[src/rtl/cvid_pkg.sv]
// Package: shared level codes for the composite timing generator.
// Assumes an external three-level resistor network decodes the two bits.
package cvid_pkg;
    typedef enum logic [1:0] {
        LVL_SYNC  = 2'b00,
        LVL_BLACK = 2'b01,
        LVL_WHITE = 2'b11
    } level_e;
endpackage

[src/rtl/cvid_hcount.sv]
// Horizontal counter: counts clocks within one scan line and flags the
// last clock of the line. Assumes LINE_CLKS >= 2.
module cvid_hcount #(
    parameter int LINE_CLKS = 508,
    localparam int PIX_W = $clog2(LINE_CLKS)
) (
    input  logic             clk,
    input  logic             rst_n,
    output logic [PIX_W-1:0] pix_o,
    output logic             eol_o
);
    localparam logic [PIX_W-1:0] LAST_PIX = PIX_W'(LINE_CLKS - 1);

    // Purpose: end-of-line flag for the line counter.
    always_comb begin
        eol_o = (pix_o == LAST_PIX);
    end

    // Purpose: advance the pixel position, wrapping at the line end.
    always_ff @(posedge clk) begin
        if (!rst_n) begin
            pix_o <= '0;
        end else if (eol_o) begin
            pix_o <= '0;
        end else begin
            pix_o <= pix_o + 1'b1;
        end
    end

    AST_PIX_IN_RANGE: assert property (@(posedge clk) disable iff (!rst_n)
        pix_o <= LAST_PIX);
    AST_PIX_WRAPS: assert property (@(posedge clk) disable iff (!rst_n)
        (pix_o == LAST_PIX) |=> (pix_o == '0));
    AST_PIX_STEPS: assert property (@(posedge clk) disable iff (!rst_n)
        (pix_o != LAST_PIX) |=> (pix_o == $past(pix_o) + 1'b1));
endmodule

[src/rtl/cvid_vcount.sv]
// Vertical counter: counts scan lines within the frame, stepping once per
// line-end strobe. Assumes FRAME_LINES >= 2.
module cvid_vcount #(
    parameter int FRAME_LINES = 525,
    localparam int LINE_W = $clog2(FRAME_LINES)
) (
    input  logic              clk,
    input  logic              rst_n,
    input  logic              step_i,
    output logic [LINE_W-1:0] line_o
);
    localparam logic [LINE_W-1:0] LAST_LINE = LINE_W'(FRAME_LINES - 1);

    // Purpose: advance the line number at each line end, wrapping per frame.
    always_ff @(posedge clk) begin
        if (!rst_n) begin
            line_o <= '0;
        end else if (step_i) begin
            if (line_o == LAST_LINE) begin
                line_o <= '0;
            end else begin
                line_o <= line_o + 1'b1;
            end
        end
    end

    AST_LINE_IN_RANGE: assert property (@(posedge clk) disable iff (!rst_n)
        line_o <= LAST_LINE);
    AST_LINE_HOLDS: assert property (@(posedge clk) disable iff (!rst_n)
        !step_i |=> $stable(line_o));
    AST_FRAME_WRAPS: assert property (@(posedge clk) disable iff (!rst_n)
        (step_i && line_o == LAST_LINE) |=> (line_o == '0));
endmodule

[src/rtl/cvid_level_dec.sv]
// Level decoder: maps the beam position and the pixel source onto a
// composite level code. Pure combinational logic that follows the counters.
// Assumes the pixel and line counters are wider than CELL_BIT.
module cvid_level_dec
    import cvid_pkg::*;
#(
    parameter int LINE_CLKS    = 508,
    parameter int FRAME_LINES  = 525,
    parameter int HSYNC_CLKS   = 38,
    parameter int BPORCH_CLKS  = 38,
    parameter int ACTIVE_CLKS  = 416,
    parameter int VSYNC_LINES  = 3,
    parameter int VTOP_LINES   = 20,
    parameter int ACTIVE_LINES = 480,
    parameter int CELL_BIT     = 5,
    localparam int PIX_W  = $clog2(LINE_CLKS),
    localparam int LINE_W = $clog2(FRAME_LINES)
) (
    input  logic [PIX_W-1:0]  pix_i,
    input  logic [LINE_W-1:0] line_i,
    input  logic              ext_en_i,
    input  logic              ext_white_i,
    output level_e            level_o
);
    localparam logic [PIX_W-1:0]  HS_END   = PIX_W'(HSYNC_CLKS);
    localparam logic [PIX_W-1:0]  SERR_END = PIX_W'(LINE_CLKS - HSYNC_CLKS);
    localparam logic [PIX_W-1:0]  HACT_S   = PIX_W'(HSYNC_CLKS + BPORCH_CLKS);
    localparam logic [PIX_W-1:0]  HACT_E   = PIX_W'(HSYNC_CLKS + BPORCH_CLKS + ACTIVE_CLKS);
    localparam logic [LINE_W-1:0] VS_END   = LINE_W'(VSYNC_LINES);
    localparam logic [LINE_W-1:0] VACT_S   = LINE_W'(VTOP_LINES);
    localparam logic [LINE_W-1:0] VACT_E   = LINE_W'(VTOP_LINES + ACTIVE_LINES);

    logic in_vsync, in_hsync, in_window, cell_white;

    // Purpose: classify the beam position into timing regions.
    always_comb begin
        in_vsync   = (line_i < VS_END);
        in_hsync   = (pix_i < HS_END);
        in_window  = (pix_i >= HACT_S) && (pix_i < HACT_E) &&
                     (line_i >= VACT_S) && (line_i < VACT_E);
        cell_white = pix_i[CELL_BIT] ^ line_i[CELL_BIT];
    end

    // Purpose: choose the output level by region priority.
    always_comb begin
        if (in_vsync) begin
            level_o = (pix_i < SERR_END) ? LVL_SYNC : LVL_BLACK;
        end else if (in_hsync) begin
            level_o = LVL_SYNC;
        end else if (in_window) begin
            if (ext_en_i) begin
                level_o = ext_white_i ? LVL_WHITE : LVL_BLACK;
            end else begin
                level_o = cell_white ? LVL_WHITE : LVL_BLACK;
            end
        end else begin
            level_o = LVL_BLACK;
        end
    end

    always_comb begin
        AST_CODE_LEGAL: assert (level_o != 2'b10);
    end
endmodule

[src/rtl/cvid_timing_gen.sv]
// Composite monochrome video timing generator (top). Chains the pixel
// counter, the line counter and the level decoder. Assumes a fixed system
// clock; the default geometry targets 8 MHz, 508 clocks per line, 525 lines.
module cvid_timing_gen
    import cvid_pkg::*;
#(
    parameter int LINE_CLKS    = 508,
    parameter int FRAME_LINES  = 525,
    parameter int HSYNC_CLKS   = 38,
    parameter int BPORCH_CLKS  = 38,
    parameter int ACTIVE_CLKS  = 416,
    parameter int VSYNC_LINES  = 3,
    parameter int VTOP_LINES   = 20,
    parameter int ACTIVE_LINES = 480,
    localparam int PIX_W  = $clog2(LINE_CLKS),
    localparam int LINE_W = $clog2(FRAME_LINES)
) (
    input  logic              clk,
    input  logic              rst_n,
    input  logic              ext_en_i,
    input  logic              ext_white_i,
    output logic [1:0]        level_o,
    output logic [LINE_W-1:0] line_o,
    output logic [PIX_W-1:0]  pix_o
);
    localparam logic [PIX_W-1:0]  HS_END = PIX_W'(HSYNC_CLKS);
    localparam logic [LINE_W-1:0] VS_END = LINE_W'(VSYNC_LINES);

    logic   eol;
    level_e level;

    cvid_hcount #(.LINE_CLKS(LINE_CLKS)) u_hcount (
        .clk   (clk),
        .rst_n (rst_n),
        .pix_o (pix_o),
        .eol_o (eol)
    );

    cvid_vcount #(.FRAME_LINES(FRAME_LINES)) u_vcount (
        .clk    (clk),
        .rst_n  (rst_n),
        .step_i (eol),
        .line_o (line_o)
    );

    cvid_level_dec #(
        .LINE_CLKS   (LINE_CLKS),
        .FRAME_LINES (FRAME_LINES),
        .HSYNC_CLKS  (HSYNC_CLKS),
        .BPORCH_CLKS (BPORCH_CLKS),
        .ACTIVE_CLKS (ACTIVE_CLKS),
        .VSYNC_LINES (VSYNC_LINES),
        .VTOP_LINES  (VTOP_LINES),
        .ACTIVE_LINES(ACTIVE_LINES),
        .CELL_BIT    (5)
    ) u_dec (
        .pix_i       (pix_o),
        .line_i      (line_o),
        .ext_en_i    (ext_en_i),
        .ext_white_i (ext_white_i),
        .level_o     (level)
    );

    // Purpose: present the decoded level as a plain 2-bit code.
    always_comb begin
        level_o = level;
    end

    AST_RESET_CLEARS: assert property (@(posedge clk)
        !rst_n |=> (pix_o == '0 && line_o == '0));
    AST_HSYNC_PULSE: assert property (@(posedge clk) disable iff (!rst_n)
        (line_o >= VS_END && pix_o < HS_END) |-> (level_o == 2'b00));
    AST_VSYNC_START: assert property (@(posedge clk) disable iff (!rst_n)
        (line_o < VS_END && pix_o == '0) |-> (level_o == 2'b00));
endmodule

[config.mk]
export PLATFORM = sky130hd
export DESIGN_NAME = cvid_timing_gen
export DESIGN_NICKNAME = d
export VERILOG_FILES = /design/src/rtl/cvid_pkg.sv /design/src/rtl/cvid_hcount.sv /design/src/rtl/cvid_vcount.sv /design/src/rtl/cvid_level_dec.sv /design/src/rtl/cvid_timing_gen.sv
export SDC_FILE = /design/constraint.sdc
export NUM_CORES = 1
export LEC_CHECK = 0
export BUFFER_PORTS_ARGS = -buffer_cell sky130_fd_sc_hd__buf_2
export CAP_MARGIN = 20
export CORE_MARGIN = 2
export CORE_UTILIZATION = 29
export CTS_CLUSTER_SIZE = 12
export DETAILED_ROUTE_END_ITERATION = 12
export PLACE_DENSITY = 0.55
export SYNTH_ARGS = -nofsm -noshare
export SYNTH_HDL_FRONTEND = slang
export SYNTH_SLANG_ARGS = --single-unit
[constraint.sdc]
create_clock -name clk -period 6.1 [get_ports clk]
set_clock_uncertainty 0.2 [all_clocks]
set_input_delay 0.305 -clock clk [delete_from_list [all_inputs] [get_ports clk]]
set_output_delay 0.305 -clock clk [all_outputs]
set_load 0.1 [all_outputs]
==> impl_summary.md <==
Critical path
The reg-to-reg startpoint is u_hcount.pix_o[0]. The worst setup path is captured at a primary output. The origin of the worst setup path is u_vcount.line_o[5].

For this run, the slowest stage of the critical path takes slightly below 0.6 ns. Along the worst path, the maximum fanout reaches 8. At the worst endpoint, the required time is between 5 and 6 ns. The library cell contributing the largest single delay on the critical path is or4_4.

The number of buffers and inverters on the critical path is 1. The signal on the critical path passes through or4_4, nor3_1, o21ai_0, o21a_1, buf_2. The kind of cell adding the most delay to the critical path is simple AND/OR/NAND/NOR gates. For the worst setup path, the data arrival time is around 2.0 ns. The critical path launch point type is a flip-flop. The worst setup path is of the flip-flop to primary output kind.

Routing
In the routed design, unresolved DRC markers number 0. The iteration-0 DRC count of the detailed router is 57. The routed via count is approximately 960. The first-pass iteration count of the detailed router is 4. The count of nets left with antenna violations after detail routing is 0. Using the TritonRoute via totals, the vias-per-cell ratio works out to between 4 and 5. The routed wire length is around 2400 um. After detailed routing, the average wire length per cell comes to approximately 12 um.

Global route
Global routing used roughly 14% of the available met1 tracks. In this run the most used layer during global routing was met2. In the global route stage, overall resource usage came out at about 11%. Global routing finished with a remaining overflow of 0. The global routing usage on met3 is about 1.7%. Entering global routing, the biggest net connects 11 pins.

The number of antenna violations at the first check in global routing is 0. The fraction of met2 tracks used by global routing is about a fifth. The first global-routing pass estimated around 3800 um of wire.

The via count of the first global-routing pass is between 800 and 900.

Timing
At the pin with the least slew margin, the transition time is 0.496 ns. The worst hold slack across all endpoints is around 0.17 ns. The period utilization is 41.0%.

Setup violations remaining at the end of the flow were counted as 0. Setup repair after global routing left no endpoint under its margin. The final count of hold timing violations is 0. The number of slew-limit violations in the final report is 0. The setup TNS is 0 ns. The maximum operating frequency is 0.400 GHz. Subtracting the final worst setup slack from the clock period gives ~2.5 ns.

In this run the tightest slew margin relative to its limit is between 60% and 70%.

Yosys
In the synthesized netlist, the number of instances is approximately 120. The portion of synthesized area spent on multiplexers is 0.924%. The post-synthesis sequential area ratio is 35.1%. The synthesized netlist devotes 3.46% of its cell area to adder and majority cells.

The simple-gate share of the synthesized area is between 30% and 40%. The number of flops mapped to enable cells by yosys is 0. The xor/xnor cell area share of the yosys netlist is roughly 11%. The number of different library cells in the post-synthesis netlist is 37. By area, the combinational part of the netlist is dominated by simple AND/OR/NAND/NOR gates. The synthesized netlist devotes about an eighth of its cell area to compound gates.

After synthesis the netlist holds a flip-flop and latch count of 19. Yosys printed 0 warnings. The cell area that synthesis handed to floorplanning was between 0.001 and 0.0015 mm2. Synthesis produced a netlist with a net count of about 130.

For this run, the leading register cell type out of synthesis is dfxtp_1. The synthesized area divided by synthesized cell count is 8.74 um2. The proportion of synthesized flip-flops having asynchronous set or reset is 0%.

Clock tree
The clock-pin transition on the worst setup and hold timing paths is 0.07 ns. The H-tree level count is 1. The clock tree from TritonCTS is done.

The clock passes through at most 2 buffers. The count of clock tree sinks is 19. The quantity of hold-fixing buffers added after cts is 0. The root buffer cell is clkbuf_8. The count of instances resized after the clock tree is built is 0. The clock insertion delay at the later pin of the skew report is around 0.25 ns. Clock tree synthesis inserted a total of 3 buffers.

After clock tree synthesis, the setup repair step added 0 buffers.

Die
The standard cell core area is ~0.0036 mm2. The floorplan die area is between 0.004 and 0.005 mm2. Pin placement for this block handled 25 I/O pins. The floorplan die width is between 60 and 70 um.

The floorplan has 22 rows. The starting utilization of the core area is slightly below 30%. The die is between 60 and 70 um tall.

Placement
The count of input and output buffers is 24. The weighted congestion at the end of routability-driven global placement is between 0.8 and 0.9. The total half-perimeter wirelength after legalization and detailed placement is approximately 1800 um.

Run status
The run finished with clean final reports.

Worst hold path
The start point of the worst min-delay path is rst_n. The classification of the worst-slack hold path is primary input to flip-flop.

Pwr
The leakage power is approximately 0.54 nW. The total power per unit cell area is 185 mW/mm2. The worst voltage drop across the vdd grid is roughly 0.057 mV.

Cells and area
The number of antenna diodes in the final layout is 0. The share of post-route cells with drive strength above 1 is 24.7%. The most common cell after layout, fill and taps aside is buf_2. From synthesis to final layout, the design area changed by 17.1%. The net count of the finished layout is between 150 and 200. Leaving out fill and tap cells, the most frequent cells in the layout are buf_2, dfxtp_1, nor2_1.

Run
The max capacitance violation total is 0.
through the flow:
stage	cells	instance area [um2]	utilization, %	power (W)	setup slack, ns
2_1_floorplan	124	1080	-	0.000148	1.11
3_3_place_gp	190	1220	33.7	0.000153	3.85
3_5_place_dp	190	1220	33.7	0.000153	3.88
4_1_cts	194	1270	34.9	0.000238	3.60
5_1_grt	194	1270	34.9	0.000245	3.51
6_report	194	1270	34.9	0.000235	3.60
state kept, by name (all words and copies together), names as in the netlist:
register	flops
u_vcount.line_o	10
u_hcount.pix_o	9
report_power, final:
| group | total [W] | switching [W] | leakage [nW] | internal [W] |
|---|---|---|---|---|
| logic | 0.0000216 | 0.0000170 | 0.367 | 0.00000460 |
| clock network | 0.0000849 | 0.0000386 | 0.0228 | 0.0000463 |
| registers | 0.000128 | 0.00000257 | 0.154 | 0.000126 |
synth_stat cells (2+ instances only):
cell | number | area share (%)
o21ai_0 | 3 | 1.4
buf_6 | 2 | 2.1
nand4_1 | 6 | 3.5
and3_1 | 2 | 1.2
nor4_1 | 4 | 2.3
a21oi_1 | 5 | 2.3
xor2_1 | 6 | 4.8
xnor2_1 | 8 | 6.5
nor3_1 | 4 | 1.8
nand2_1 | 5 | 1.7
ha_1 | 3 | 3.5
nor2_1 | 17 | 5.9
or4_4 | 2 | 2.1
dfxtp_1 | 19 | 35
buf_2 | 2 | 0.92
nand3_1 | 11 | 5.1
a21boi_0 | 2 | 1.4
inv_1 | 3 | 1.0
clkbuf_1 | 2 | 0.69
logic make-up (layout without fill, tap and decap cells):
family / after synthesis / count (layout)
AOI/OAI and AO/OA: 18 / 18
xor gates and xnor gates: 14 / 14
adders and majority gates: 3 / 3
buffers and inverters: 9 / 31
DFF: 19 / 19
muxes: 1 / 1
and+or+nand+nor: 60 / 60
per-layer routing:
metal  up-vias  share of wire (%)
li1        491                  -
met1       435                 46
met2        27                 48
met3         2                5.3
met4         0                1.1
met5         -                  0
cell type report:
class                   instances  area (um2)
multi-input cells              96         652
fillers                       404        2360
flip-flops and latches         19         380
repair buffers                 24         120
inverters                       3        11.3
well taps                      48        60.1
clock buffers                   4        45.0
worst paths after layout:
check	cells after the start	to	slack, ns
setup / recovery	5	level_o[0]	3.60
hold / removal	2	u_vcount.line_o[0]	0.17
setup reg to reg	5	u_vcount.line_o[8]	3.88
hold reg to reg	1	u_hcount.pix_o[0]	0.29
(Power assumes the default switching activity.)
